--- src/rtl/spi_seq_pkg.sv ---
package spi_seq_pkg;

  localparam int OPC_W   = 8;
  localparam int LANES   = 4;
  localparam int DUMMY_W = 3;

  // Packed from MSB down: opcode lands in bits [7:0].
  typedef struct packed {
    logic               pay_dir;
    logic [LANES-1:0]   pay_lanes;
    logic               dummy_en;
    logic [DUMMY_W-1:0] dummy_m1;
    logic               wide_ok;
    logic               swap;
    logic               addr_en;
    logic [OPC_W-1:0]   opcode;
  } cmd_desc_t;

  localparam int DESC_W = $bits(cmd_desc_t);

  typedef enum logic [2:0] {
    PH_IDLE    = 3'd0,
    PH_OPCODE  = 3'd1,
    PH_ADDR    = 3'd2,
    PH_DUMMY   = 3'd3,
    PH_PAYLOAD = 3'd4,
    PH_IGNORE  = 3'd5
  } seq_phase_e;

endpackage

--- src/rtl/spi_seq_slot_match.sv ---
module spi_seq_slot_match
  import spi_seq_pkg::*;
#(
  parameter int NUM_SLOTS = 16,
  parameter int IDX_W     = $clog2(NUM_SLOTS)
) (
  input  logic [NUM_SLOTS*DESC_W-1:0] table_i,
  input  logic [OPC_W-1:0]            opcode_i,
  output logic                        hit_o,
  output logic [IDX_W-1:0]            idx_o,
  output cmd_desc_t                   desc_o
);

  logic [NUM_SLOTS-1:0] hits;
  cmd_desc_t            slots [NUM_SLOTS];

  for (genvar g = 0; g < NUM_SLOTS; g++) begin : g_slot
    assign slots[g] = cmd_desc_t'(table_i[g*DESC_W +: DESC_W]);
    assign hits[g]  = (slots[g].opcode == opcode_i);
  end

  // Lowest index wins: scan downward so the last write is the lowest hit.
  always_comb begin
    hit_o  = 1'b0;
    idx_o  = '0;
    desc_o = '0;
    for (int i = NUM_SLOTS - 1; i >= 0; i--) begin
      if (hits[i]) begin
        hit_o  = 1'b1;
        idx_o  = IDX_W'(i);
        desc_o = slots[i];
      end
    end
  end

endmodule

--- src/rtl/spi_seq_bit_counter.sv ---
module spi_seq_bit_counter #(
  parameter int CNT_W = 5
) (
  input  logic             clk_i,
  input  logic             rst_ni,
  input  logic             load_i,
  input  logic [CNT_W-1:0] load_val_i,
  input  logic             dec_i,
  output logic             zero_o
);

  logic [CNT_W-1:0] cnt_q, cnt_d;

  always_comb begin
    cnt_d = cnt_q;
    if (load_i) begin
      cnt_d = load_val_i;
    end else if (dec_i && (cnt_q != '0)) begin
      cnt_d = cnt_q - 1'b1;
    end
  end

  always_ff @(posedge clk_i or negedge rst_ni) begin
    if (!rst_ni) begin
      cnt_q <= '0;
    end else if (load_i || dec_i) begin
      cnt_q <= cnt_d;
    end
  end

  assign zero_o = (cnt_q == '0);

endmodule

--- src/rtl/spi_seq_lane_drive.sv ---
module spi_seq_lane_drive
  import spi_seq_pkg::*;
(
  input  seq_phase_e       phase_i,
  input  cmd_desc_t        desc_i,
  output logic [LANES-1:0] lane_oe_o,
  output logic             addr_swap_o
);

  for (genvar l = 0; l < LANES; l++) begin : g_lane
    assign lane_oe_o[l] = (phase_i == PH_PAYLOAD) && desc_i.pay_dir && desc_i.pay_lanes[l];
  end

  assign addr_swap_o = (phase_i == PH_ADDR) && desc_i.swap;

endmodule

--- src/rtl/spi_cmd_sequencer.sv ---
module spi_cmd_sequencer
  import spi_seq_pkg::*;
#(
  parameter int NUM_SLOTS        = 16,
  parameter int ADDR_NARROW_BITS = 24,
  parameter int ADDR_WIDE_BITS   = 32
) (
  input  logic                                 clk_i,
  input  logic                                 rst_ni,
  input  logic                                 cs_n_i,
  input  logic                                 bit_stb_i,
  input  logic                                 opcode_valid_i,
  input  logic [7:0]                           opcode_i,
  input  logic                                 addr_wide_i,
  input  logic [NUM_SLOTS*20-1:0]              desc_table_i,
  output logic [2:0]                           phase_o,
  output logic [$clog2(NUM_SLOTS)-1:0]         slot_o,
  output logic                                 slot_hit_o,
  output logic                                 addr_swap_o,
  output logic [3:0]                           lane_oe_o
);

  localparam int IDX_W = $clog2(NUM_SLOTS);
  localparam int CNT_W = $clog2(ADDR_WIDE_BITS);
  localparam logic [CNT_W-1:0] NARROW_LAST = CNT_W'(ADDR_NARROW_BITS - 1);
  localparam logic [CNT_W-1:0] WIDE_LAST   = CNT_W'(ADDR_WIDE_BITS - 1);

  seq_phase_e        phase_q, phase_d;
  cmd_desc_t         desc_q, sel_desc;
  logic [IDX_W-1:0]  slot_q, sel_idx;
  logic              hit_q, sel_hit;
  logic              capture;
  logic              cnt_load, cnt_dec, cnt_zero;
  logic [CNT_W-1:0]  cnt_val;

  spi_seq_slot_match #(.NUM_SLOTS(NUM_SLOTS), .IDX_W(IDX_W)) i_match (
    .table_i  (desc_table_i),
    .opcode_i (opcode_i),
    .hit_o    (sel_hit),
    .idx_o    (sel_idx),
    .desc_o   (sel_desc)
  );

  spi_seq_bit_counter #(.CNT_W(CNT_W)) i_cnt (
    .clk_i      (clk_i),
    .rst_ni     (rst_ni),
    .load_i     (cnt_load),
    .load_val_i (cnt_val),
    .dec_i      (cnt_dec),
    .zero_o     (cnt_zero)
  );

  // Next-state logic
  always_comb begin
    phase_d  = phase_q;
    capture  = 1'b0;
    cnt_load = 1'b0;
    cnt_val  = '0;
    if (cs_n_i) begin
      phase_d = PH_IDLE;
    end else begin
      unique case (phase_q)
        PH_IDLE:   phase_d = PH_OPCODE;
        PH_OPCODE: begin
          if (opcode_valid_i) begin
            capture = 1'b1;
            if (!sel_hit) begin
              phase_d = PH_IGNORE;
            end else if (sel_desc.addr_en) begin
              phase_d  = PH_ADDR;
              cnt_load = 1'b1;
              cnt_val  = (addr_wide_i && sel_desc.wide_ok) ? WIDE_LAST : NARROW_LAST;
            end else if (sel_desc.dummy_en) begin
              phase_d  = PH_DUMMY;
              cnt_load = 1'b1;
              cnt_val  = CNT_W'(sel_desc.dummy_m1);
            end else begin
              phase_d = PH_PAYLOAD;
            end
          end
        end
        PH_ADDR: begin
          if (bit_stb_i && cnt_zero) begin
            if (desc_q.dummy_en) begin
              phase_d  = PH_DUMMY;
              cnt_load = 1'b1;
              cnt_val  = CNT_W'(desc_q.dummy_m1);
            end else begin
              phase_d = PH_PAYLOAD;
            end
          end
        end
        PH_DUMMY: begin
          if (bit_stb_i && cnt_zero) phase_d = PH_PAYLOAD;
        end
        PH_PAYLOAD: phase_d = PH_PAYLOAD;
        PH_IGNORE:  phase_d = PH_IGNORE;
        default:    phase_d = PH_IDLE;
      endcase
    end
  end

  assign cnt_dec = bit_stb_i && !cs_n_i && ((phase_q == PH_ADDR) || (phase_q == PH_DUMMY));

  // State registers
  always_ff @(posedge clk_i or negedge rst_ni) begin
    if (!rst_ni) begin
      phase_q <= PH_IDLE;
    end else begin
      phase_q <= phase_d;
    end
  end

  always_ff @(posedge clk_i or negedge rst_ni) begin
    if (!rst_ni) begin
      desc_q <= '0;
      slot_q <= '0;
    end else if (capture) begin
      desc_q <= sel_desc;
      slot_q <= sel_idx;
    end
  end

  always_ff @(posedge clk_i or negedge rst_ni) begin
    if (!rst_ni) begin
      hit_q <= 1'b0;
    end else if (cs_n_i || capture) begin
      hit_q <= !cs_n_i && sel_hit;
    end
  end

  spi_seq_lane_drive i_lanes (
    .phase_i     (phase_q),
    .desc_i      (desc_q),
    .lane_oe_o   (lane_oe_o),
    .addr_swap_o (addr_swap_o)
  );

  assign phase_o    = phase_q;
  assign slot_o     = slot_q;
  assign slot_hit_o = hit_q;

endmodule

--- config.mk ---
export PLATFORM = sky130hd
export DESIGN_NAME = spi_cmd_sequencer
export DESIGN_NICKNAME = d
export VERILOG_FILES = /design/src/rtl/spi_seq_pkg.sv /design/src/rtl/spi_seq_slot_match.sv /design/src/rtl/spi_seq_bit_counter.sv /design/src/rtl/spi_seq_lane_drive.sv /design/src/rtl/spi_cmd_sequencer.sv
export SDC_FILE = /design/constraint.sdc
export NUM_CORES = 1
export LEC_CHECK = 0
export ABC_AREA = 1
export BUFFER_PORTS_ARGS = -buffer_cell sky130_fd_sc_hd__buf_2
export CAP_MARGIN = 40
export CORE_AREA = 4 4 132 134
export DETAILED_ROUTE_END_ITERATION = 10
export DIE_AREA = 0 0 136 138
export MAX_ROUTING_LAYER = met4
export PLACE_DENSITY_LB_ADDON = 0.05
export SLEW_MARGIN = 40
export SYNTH_ARGS = -nofsm -noshare
export SYNTH_HDL_FRONTEND = slang
export SYNTH_SLANG_ARGS = --single-unit
--- constraint.sdc ---
create_clock -name clk_i -period 2 [get_ports clk_i]
set_input_delay 0.4 -clock clk_i [delete_from_list [all_inputs] [get_ports clk_i]]
set_output_delay 0.4 -clock clk_i [all_outputs]
set_load 0.05 [all_outputs]
After elaboration in Yosys (flattened, before gate mapping)
Index checks and enable logic that the tools add are counted.

cells by class
  reductions and logical operators = 22
  multiplexer cells = 79
  add/subtract/negate cells = 1
  equal/unequal tests = 24

operators by type and width
  operator                                             count
  2-to-1 mux 20 bit                                    16
  equality test 8 bit                                  16
  2-to-1 mux 4 bit                                     17
  2-to-1 mux 3 bit                                     11
  2-to-1 mux 5 bit                                     6
  2-to-1 mux 1 bit                                     26
  one-hot mux 3 bit (6 select lines)                   1
  logical AND 1 bit                                    12
  one-hot mux 5 bit (2 select lines)                   1
  != test 3 bit, second input constant                 3
  equality test 3 x 2 -> 1 bit, second input constant  2
  equality test 3 bit, second input constant           2
  logical NOT 5 bit                                    1
  nonzero test 5 bit                                   1
  subtractor 5 x 1 -> 5 bit, second input constant     1
  equality test 3 x 1 -> 1 bit, second input constant  1
  logical NOT 3 bit                                    1
  logical OR 1 bit                                     3
  AND reduction 3 bit                                  1
  one-hot mux 1 bit (2 select lines)                   1
  AND reduction 2 bit                                  1
  nonzero test 2 bit                                   1
  logical NOT 1 bit                                    1

word-level totals
  bits in registers = 23
  bits of input ports = 334
  output and inout port bits = 13
  word-level logic and storage cells = 135

Logic depth before layout (Yosys ltp)
Gate-level depths: netlist of the first run.

  depth in word-level cells = 25
  depth in mapped cells = 31
  mapped depth without buffers = 30

Hierarchy
A second synthesis of the first run with hierarchy kept.

unflattened totals
  cell total of the unflattened synthesis = 1620
  area, all modules = 8056.5 um^2

by module, submodules not included
  module               area an instance (um^2)  times used  cells each  sequential area each (um^2)
  spi_seq_slot_match   6226.0                   1           1372        0.0
  spi_cmd_sequencer    1435.1                   1           191         700.7
  spi_seq_bit_counter  336.6                    1           43          125.1
  spi_seq_lane_drive   58.8                     1           14          0.0

Worst setup path after synthesis of the first run
OpenSTA, ideal clock, no wires.

  kind = input port to flip-flop
  from = input opcode_i[1]
  to = register i_cnt.cnt_q[2]
  cell stages on the path = 20
  data required time = 1884 ps
  setup slack = -565 ps
  buffers on the path = 3
  arrival time = 2449 ps
  library setup time = 116 ps
  cell sequence = buf_4 buf_4 or2_1 a221oi_2 nand2_2 clkinv_2 buf_6 nor2_1 a211oi_2 nand2_1 nand2_1 nand2_2 a21oi_4 nand2_4 nand2_4 nand2_4 nand2_4 o21ai_1 nand2_1 nand2_1

on the way
  longest elaborated chain between the ends = 25
  elaborated cells on any way between the ends = 64
  those cells by class = eq/ne (16); mux (45); reduce/logical (3)

RTL lines
  item                                                                     RTL line                   text
  start: declaration                                                       spi_cmd_sequencer.sv:13    input logic [7:0] opcode_i,
  equality test 8 bit                                                      spi_seq_slot_match.sv:19   assign hits[g] = (slots[g].opcode == opcode_i);
  2-to-1 mux 20 bit (16 in a row)                                          spi_seq_slot_match.sv:28   if (hits[i]) begin
  2-to-1 mux 1 bit                                                         spi_cmd_sequencer.sv:73    end else if (sel_desc.dummy_en) begin
  2-to-1 mux 1 bit                                                         spi_cmd_sequencer.sv:69    end else if (sel_desc.addr_en) begin
  2-to-1 mux 1 bit                                                         spi_cmd_sequencer.sv:67    if (!sel_hit) begin
  2-to-1 mux 1 bit                                                         spi_cmd_sequencer.sv:65    if (opcode_valid_i) begin
  one-hot mux 1 bit (2 select lines)                                       spi_cmd_sequencer.sv:62    unique case (phase_q)
  2-to-1 mux 1 bit                                                         spi_cmd_sequencer.sv:59    if (cs_n_i) begin
  nonzero test 2 bit (no source line) or logical OR 1 bit (tied branches)  --
  AND reduction 2 bit (no source line)                                     --
  end signal: assignment                                                   spi_seq_bit_counter.sv:27  cnt_q <= cnt_d;
  end: declaration                                                         spi_seq_bit_counter.sv:12  logic [CNT_W-1:0] cnt_q, cnt_d;

Several ways; a longest one is shown, not always the timed one.
A chain may end at the register's enable or synchronous reset.

Worst setup path in the final report of the first run
  from = input opcode_i[3]
  to = register i_cnt.cnt_q[3]

on the way
  longest elaborated chain between the ends = 25
  elaborated cells on any way between the ends = 65
  those cells by class = eq/ne (16); mux (45); reduce/logical (4)

RTL lines
  item                                                                      RTL line
  equality test 8 bit                                                       spi_seq_slot_match.sv:19
  2-to-1 mux 20 bit (16 in a row)                                           spi_seq_slot_match.sv:28
  2-to-1 mux 1 bit or logical AND 1 bit (tied branches)                     spi_cmd_sequencer.sv:73, spi_cmd_sequencer.sv:72
  2-to-1 mux 1 bit or 2-to-1 mux 4 bit (tied branches)                      spi_cmd_sequencer.sv:69, spi_cmd_sequencer.sv:72
  2-to-1 mux 1 bit or 2-to-1 mux 5 bit (tied branches)                      spi_cmd_sequencer.sv:67, spi_cmd_sequencer.sv:69
  2-to-1 mux 1 bit or 2-to-1 mux 5 bit (tied branches)                      spi_cmd_sequencer.sv:65, spi_cmd_sequencer.sv:67
  one-hot mux 1 bit (2 select lines) or 2-to-1 mux 5 bit (tied branches)    spi_cmd_sequencer.sv:62, spi_cmd_sequencer.sv:65
  2-to-1 mux 1 bit or one-hot mux 5 bit (2 select lines) (tied branches)    spi_cmd_sequencer.sv:59, spi_cmd_sequencer.sv:62
  nonzero test 2 bit (no source line), or another cell as far along         --
  AND reduction 2 bit (no source line) or 2-to-1 mux 5 bit (tied branches)  --

Several ways; a longest one is shown, not always the timed one.

==> metrics.yaml, run 1 <==
route:
  drc: 0
  vias_per_cell: 4.77
  vias: 8125
  ant_nets: 0
  drtPass1Iterations: 5
  routedWlPerCell_um: 15.5
  routed_wl_um: 26400
  drt_iter0_markers: 329
yosys:
  yosysSeqAreaShare: 0.107
  synthFlopType: "dfrtp_1"
  postSynthAreaPerCell_um2: 5.28
  netlist_instances: 1023
  syn_area_mm2: 0.00540
  syn_nets: 1358
  async_reset_ff_frac: 1.00
  ys.warnings.count: 0
  yosysUniqueCellTypes: 48
  synth_edf_count: 0
  ys_ff_latch: 23
floorplanning:
  ios: 347
  initial_core_util: 0.332
  rows: 47
  die_area_mm2: 0.0188
  core_mm2: 0.0163
  die_x_um: 136
  die_h_um: 138
clock_network:
  cts-root-buf: "clkbuf_16"
  cts_max_level: 1
  cts_tree: "built"
  insertion_delay_ns: 0.26
  cts_hold_buf: 0
  cts_buffers: 3
  cts_buffer_depth: 2
  clkTransAtPathRegs_ns: 0.07
  cts_sinks: 23
grt:
  grt_max_degree: 24
  antenna_found_initial: 13
  grt_pass1_wl_um: 39700
  grt_overflow: 0
  use_met2: 0.480
  met3_usage: 0.0458
  grtUsageTotal: 0.271
  first_global_vias: 8053
  gr-max-usage-layer: "met2"
  met1_usage: 0.309
critical_path:
  crit_type: "input pin to flip-flop"
  rrSetupSlack_ns: 0.12
  startpoint: "opcode_i[3]"
  cp_data_required_time_ns: 2.21
  cp_data_arrival_time_ns: 2.77
  slowest_stage: "a21boi_4"
  worst_r2r_endpoint: "slot_o[3]$_DFFE_PN0P_"
  path_common_cell: "nand2_1"
  r2r_start: "phase_o[1]$_DFFE_PN0P_"
  worstPathMaxFanout: 7
  max_stage_delay_ns: 0.19
  crit_path_end_kind: "flip-flop"
  reg2regPathDepth: 12
  cp-start-kind: "input pin"
timing:
  hold_viol: 0
  setup_viol: 20
  setup_ws_ns: -0.562
  grt_setup_unrepaired: "yes"
  fmax_ghz: 0.390
  maxSlewViolCount: 0
  worst_slew_pin_slew_ns: 0.563
  slew_headroom: 0.624
  min_period_ns: 2.56
  holdWs_ns: 0.119
  fin_worst_skew_ns: 0.00226
  fin_setup_tns_ns: -8.54
  min_period_over_period: 1.28
pwr:
  p_leak_nw: 5.19
  power_mw: 2.87
  peakVddDrop_uv: 315
  p_per_area_mw_per_mm2: 309
place:
  gp_congestion: 0.953
  place_hpwl_um: 22300
  dp.cells: 1654
  port_buffers: 346
finish:
  layout.area.seq_um2: 578
  layout-drive-gt1-share: 0.463
  fin_nets: 1808
  multi_input_area_mm2: 0.00467
  nFillCells: 1737
  area_delta_synth_final_pct: 72.1
  instances_no_fill: 1705
run_status:
  run_status: "complete, but fails checks"
  violations: "negative setup slack"
job:
  drv_cap: 0
worst_hold_path:
  hp-class: "input pin to async pin"
-- per-stage QoR --
step	instance area [um^2]	utilization	setup WS (ns)
floorplan	5590	-	-0.542
global placement	8110	0.498	-0.935
detailed placement	8110	0.498	-0.948
CTS	8870	0.544	-0.509
global route	9290	0.570	-0.777
finish	9290	0.570	-0.562
-- worst max-delay path, delay by kind of cell --
kind                   cells  cell delay (ns)
AO/OA/AOI/OAI              1             0.19
buffers and inverters      4             0.44
XOR/XNOR                   1             0.13
AND/OR/NAND/NOR           24             1.59
-- timing repair --
action	4_1_cts	5_1_grt
resized for setup	139	86
setup endpoints to repair	23	26
setup buffers	24	13
pin swaps	63	63
gates cloned	2	1
-- cell families after synthesis --
family                     synth area share
AOI/OAI and AO/OA                     0.156
xor gates and xnor gates             0.0746
adders and majority gates           0.00232
buffers and inverters                 0.129
DFF                                   0.107
and+or+nand+nor                       0.531
-- layout by cell type, fill, tap and decap left out, types with 31 or more instances in the layout --
cell     instances
buf_2          338
buf_4           99
buf_6           35
inv_1           90
nand2_1        337
nand3_1         33
nand4_1         36
nor2_1          94
o21ai_1         31
or2_2           33
xor2_1          31
-- layout make-up --
class,instances,share of cell area
Antenna cell,13,0.00350
Tap cell,220,0.0296
Inverter,114,0.0513
Clock buffer,3,0.00808
Multi-Input combinational cell,841,0.503
Timing Repair Buffer,490,0.342
Clock inverter,1,0.000539
Sequential cell,23,0.0622
-- registers in the layout, indices dropped and copies added, names as in the netlist --
signal       cells
phase_o          3
i_cnt.cnt_q      5
slot_o           4
desc_q          10
slot_hit_o       1
-- how the worst max path moves through the flow --
stage                                       endpoint  slack [ns]  cells after the start
after CTS                 i_cnt.cnt_q[4]$_DFFE_PN0P_       -0.51                     21
after global placement    i_cnt.cnt_q[2]$_DFFE_PN0P_       -0.93                     20
after floorplan           i_cnt.cnt_q[2]$_DFFE_PN0P_       -0.54                     21
final                     i_cnt.cnt_q[3]$_DFFE_PN0P_       -0.56                     30
after global routing      i_cnt.cnt_q[3]$_DFFE_PN0P_       -0.78                     31
after detailed placement  i_cnt.cnt_q[2]$_DFFE_PN0P_       -0.95                     20
-- cell usage after synthesis (2+ instances only) --
library cell | count | area share
nand2_2 | 9 | 0.010
buf_1 | 4 | 0.0028
nor3_1 | 17 | 0.016
nor2_1 | 108 | 0.075
nor4_1 | 4 | 0.0046
buf_2 | 14 | 0.013
or2_1 | 20 | 0.023
o211ai_1 | 11 | 0.015
or2_0 | 4 | 0.0046
inv_1 | 99 | 0.069
clkbuf_1 | 13 | 0.0090
o21ai_0 | 64 | 0.059
buf_4 | 7 | 0.0097
a221oi_1 | 6 | 0.0097
xor2_1 | 32 | 0.052
o21bai_1 | 2 | 0.0028
a221oi_2 | 2 | 0.0056
nand2_1 | 363 | 0.25
nand4_1 | 36 | 0.042
nand2_4 | 4 | 0.0083
a21oi_1 | 28 | 0.026
a31oi_1 | 12 | 0.014
or2_2 | 35 | 0.041
nand3_1 | 47 | 0.044
nor2_2 | 4 | 0.0046
o21ai_1 | 3 | 0.0028
inv_2 | 12 | 0.0083
buf_6 | 7 | 0.015
nand3b_1 | 2 | 0.0028
xnor2_1 | 14 | 0.023
dfrtp_1 | 23 | 0.11
-- per-layer routing --
metal | up-vias | part of all wire
met5 | - | 0
met3 | 44 | 0.066
met1 | 3616 | 0.39
li1 | 4190 | -
met2 | 275 | 0.51
met4 | 0 | 0.028
-- where the power goes --
part	internal (mW)	switching, mW	leakage, nW
Clock	0.270	0.192	0.0410
Combinational	0.808	0.934	4.84
Sequential	0.585	0.0854	0.306
No activity file was read; power rests on OpenSTA's default activity.
==> run 2, diff against run 1 <==
SKIP_CTS_REPAIR_TIMING = 1   (was not set)
==> metrics.yaml, run 2 (synthesized netlist as in run 1, its figures left out) <==
run_status:
  run_status: "complete, but fails checks"
  violations: "negative setup slack"
finish:
  multi_input_area_mm2: 0.00450  # -3.6%
  layout_common_cells: "348 x nand2_1, 338 x buf_2, 103 x buf_4, 95 x nor2_1, 90 x inv_1"
  layout.area.seq_um2: 578  # unchanged
  final_util: 0.554  # -0.0168
  fin_nets: 1802  # -0.33%
  nFillCells: 1757  # +1.2%
  largest-register: "desc_q"
  largest_register_ffs: 10  # unchanged
  area_delta_synth_final_pct: 67.0
  final_area_mm2: 0.00902  # -2.9%
  instances_no_fill: 1697  # -0.47%
  final_common_cell: "nand2_1"
  layout-drive-gt1-share: 0.440  # -0.0227
route:
  drt_iter0_markers: 337  # +2.4%
  routed_wl_um: 26000  # -1.7%
  routedWlPerCell_um: 15.3  # -1.2%
  vias: 8078  # -0.58%
  drc: 0  # unchanged
  vias_per_cell: 4.76  # -0.11%
  ant_nets: 0  # unchanged
  drtPass1Iterations: 5  # unchanged
pwr:
  power_mw: 2.86  # -0.61%
  pwr-share-clk: 0.164  # +0.003
  swShare: 0.421  # about the same
  switchingPower_mw: 1.20  # -0.70%
  p_seq_frac: 0.234  # about the same
  peakVddDrop_uv: 316  # +0.60%
  p_leak_nw: 5.08  # -2.1%
  power.internal_mw: 1.65  # -0.53%
  p_per_area_mw_per_mm2: 317  # +2.4%
  combPwrFrac: 0.602  # -0.004
critical_path:
  cp-start-kind: "input pin"
  max_stage_delay_ns: 0.28  # +0.09 ns
  crit_path_end_kind: "flip-flop"
  cp_data_required_time_ns: 2.16  # -0.05 ns
  crit_type: "input pin to flip-flop"
  worstPathMaxFanout: 7  # unchanged
  crit_family: "simple AND/OR/NAND/NOR gates"
  worstPathCellList: "buf_4 > buf_4 > xor2_1 > nor2_1 > nand4_1 > or2_1 > nand2_1 > nand2_1 > nand2_1 > nand2_1 > nand2_1 > nand2_1 > nand2_1 > nand2_2 > a21boi_4 > nand2_4 > nand2_4 > nand2_4 > nand2_4 > o21ai_1 > nand2_1 > nand2_1"
  path_buf_inv: 2  # -2
  path_common_cell: "nand2_1"
  slowest_stage: "or2_1"
  cp_data_arrival_time_ns: 2.73  # -0.04 ns
timing:
  hold_viol: 0  # unchanged
  worst_slew_pin_slew_ns: 0.577  # +0.0134 ns
  fmax_ghz: 0.389  # -0.37%
  slew_headroom: 0.616  # -0.00895
  setup_ws_ns: -0.572  # -0.00958 ns
  setup_viol: 20  # unchanged
  min_period_ns: 2.57  # +0.00958 ns
  min_period_over_period: 1.29  # +0.00479
  grt_setup_unrepaired: "yes"
  maxSlewViolCount: 0  # unchanged
  fin_worst_skew_ns: 0.00249  # +0.000227 ns
floorplanning:
  rows: 47  # unchanged
  die_area_mm2: 0.0188  # unchanged
  ios: 347  # unchanged
  die_h_um: 138  # unchanged
  initial_core_util: 0.332  # unchanged
  die_x_um: 136  # unchanged
  core_mm2: 0.0163  # unchanged
place:
  placed_area_mm2: 0.00811  # unchanged
  place_hpwl_um: 22300  # unchanged
  gp_congestion: 0.953  # unchanged
  port_buffers: 346  # unchanged
  dp.cells: 1654  # unchanged
grt:
  grt_overflow: 0  # unchanged
  antenna_found_initial: 11  # -2
  first_global_vias: 7667  # -4.8%
  grtUsageTotal: 0.259  # -0.0119
  grt_max_degree: 24  # unchanged
  grt_pass1_wl_um: 38000  # -4.3%
clock_network:
  cts-root-buf: "clkbuf_16"
  insertion_delay_ns: 0.27  # about the same
  clkTransAtPathRegs_ns: 0.07  # about the same
  cts_tree: "built"
  cts_buffers: 3  # unchanged
  cts_max_level: 1  # unchanged
  cts_buffer_depth: 2  # unchanged
  cts_sinks: 23  # unchanged
worst_hold_path:
  hp-class: "input pin to async pin"
job:
  drv_cap: 0  # unchanged
## run 2: power by group through the flow
stage | registers (mW) | clock network (mW) | logic [mW]
after floorplan | 0.756 | 0 | 0.765
after global placement | 0.673 | 0 | 1.54
after detailed placement | 0.674 | 0 | 1.54
after CTS | 0.666 | 0.473 | 1.54
after global routing | 0.683 | 0.495 | 1.90
final | 0.668 | 0.467 | 1.72
## run 2: layer usage
metal  GRT usage  up-vias  wire length (um)
met2       0.460      265             13300
met5           -        -                 0
met3      0.0432       40              1810
met1       0.302     3599             10200
li1            -     4174                 -
met4      0.0615        0               672
## run 2: worst register-to-register path, cell delays in order (launching register included)
cell	delay [ns]
dfrtp_2	0.43
inv_1	0.09
nand2_1	0.07
nor2_1	0.12
inv_1	0.08
nor2_1	0.08
inv_1	0.10
nor2_1	0.15
inv_1	0.08
nor2_2	0.16
nand2_1	0.11
nor2_1	0.17
a32o_1	0.18
## run 2: path summary, 6_finish.rpt
kind                                             start                    endpoint  slack (ns)  cells after the start
worst max-delay path                       opcode_i[4]  i_cnt.cnt_q[2]$_DFFE_PN0P_       -0.57                     22
worst min-delay path                            rst_ni  i_cnt.cnt_q[4]$_DFFE_PN0P_        0.12                      1
worst max register to register  phase_o[1]$_DFFE_PN0P_       slot_o[3]$_DFFE_PN0P_        0.11                     12
worst min register to register  desc_q[12]$_DFFE_PN0P_      desc_q[12]$_DFFE_PN0P_        0.50                      2
max in group asynchronous                       rst_ni      phase_o[1]$_DFFE_PN0P_        1.46                      1
min in group clk_i                              cs_n_i      slot_hit_o$_DFFE_PN0P_        0.38                      2
## run 2: final cells by class
type,count,area share
multi-input combinational,841,0.499
timing repair buffer,483,0.341
sequential,23,0.0641
inverter,114,0.0529
tap,220,0.0305
clock buffer,3,0.00832
antenna,11,0.00305
timing repair inverter,1,0.000694
clock inverter,1,0.000555
## run 2: per-stage QoR
stage,worst slack [ns],setup TNS [ns],hold slack [ns]
2_1_floorplan,-0.542,-5.41,0.104
6_report,-0.572,-8.69,0.123
4_1_cts,-0.670,-11.11,0.147
3_5_place_dp,-0.948,-17.40,0.433
3_3_place_gp,-0.935,-17.01,0.428
5_1_grt,-0.808,-13.12,0.165
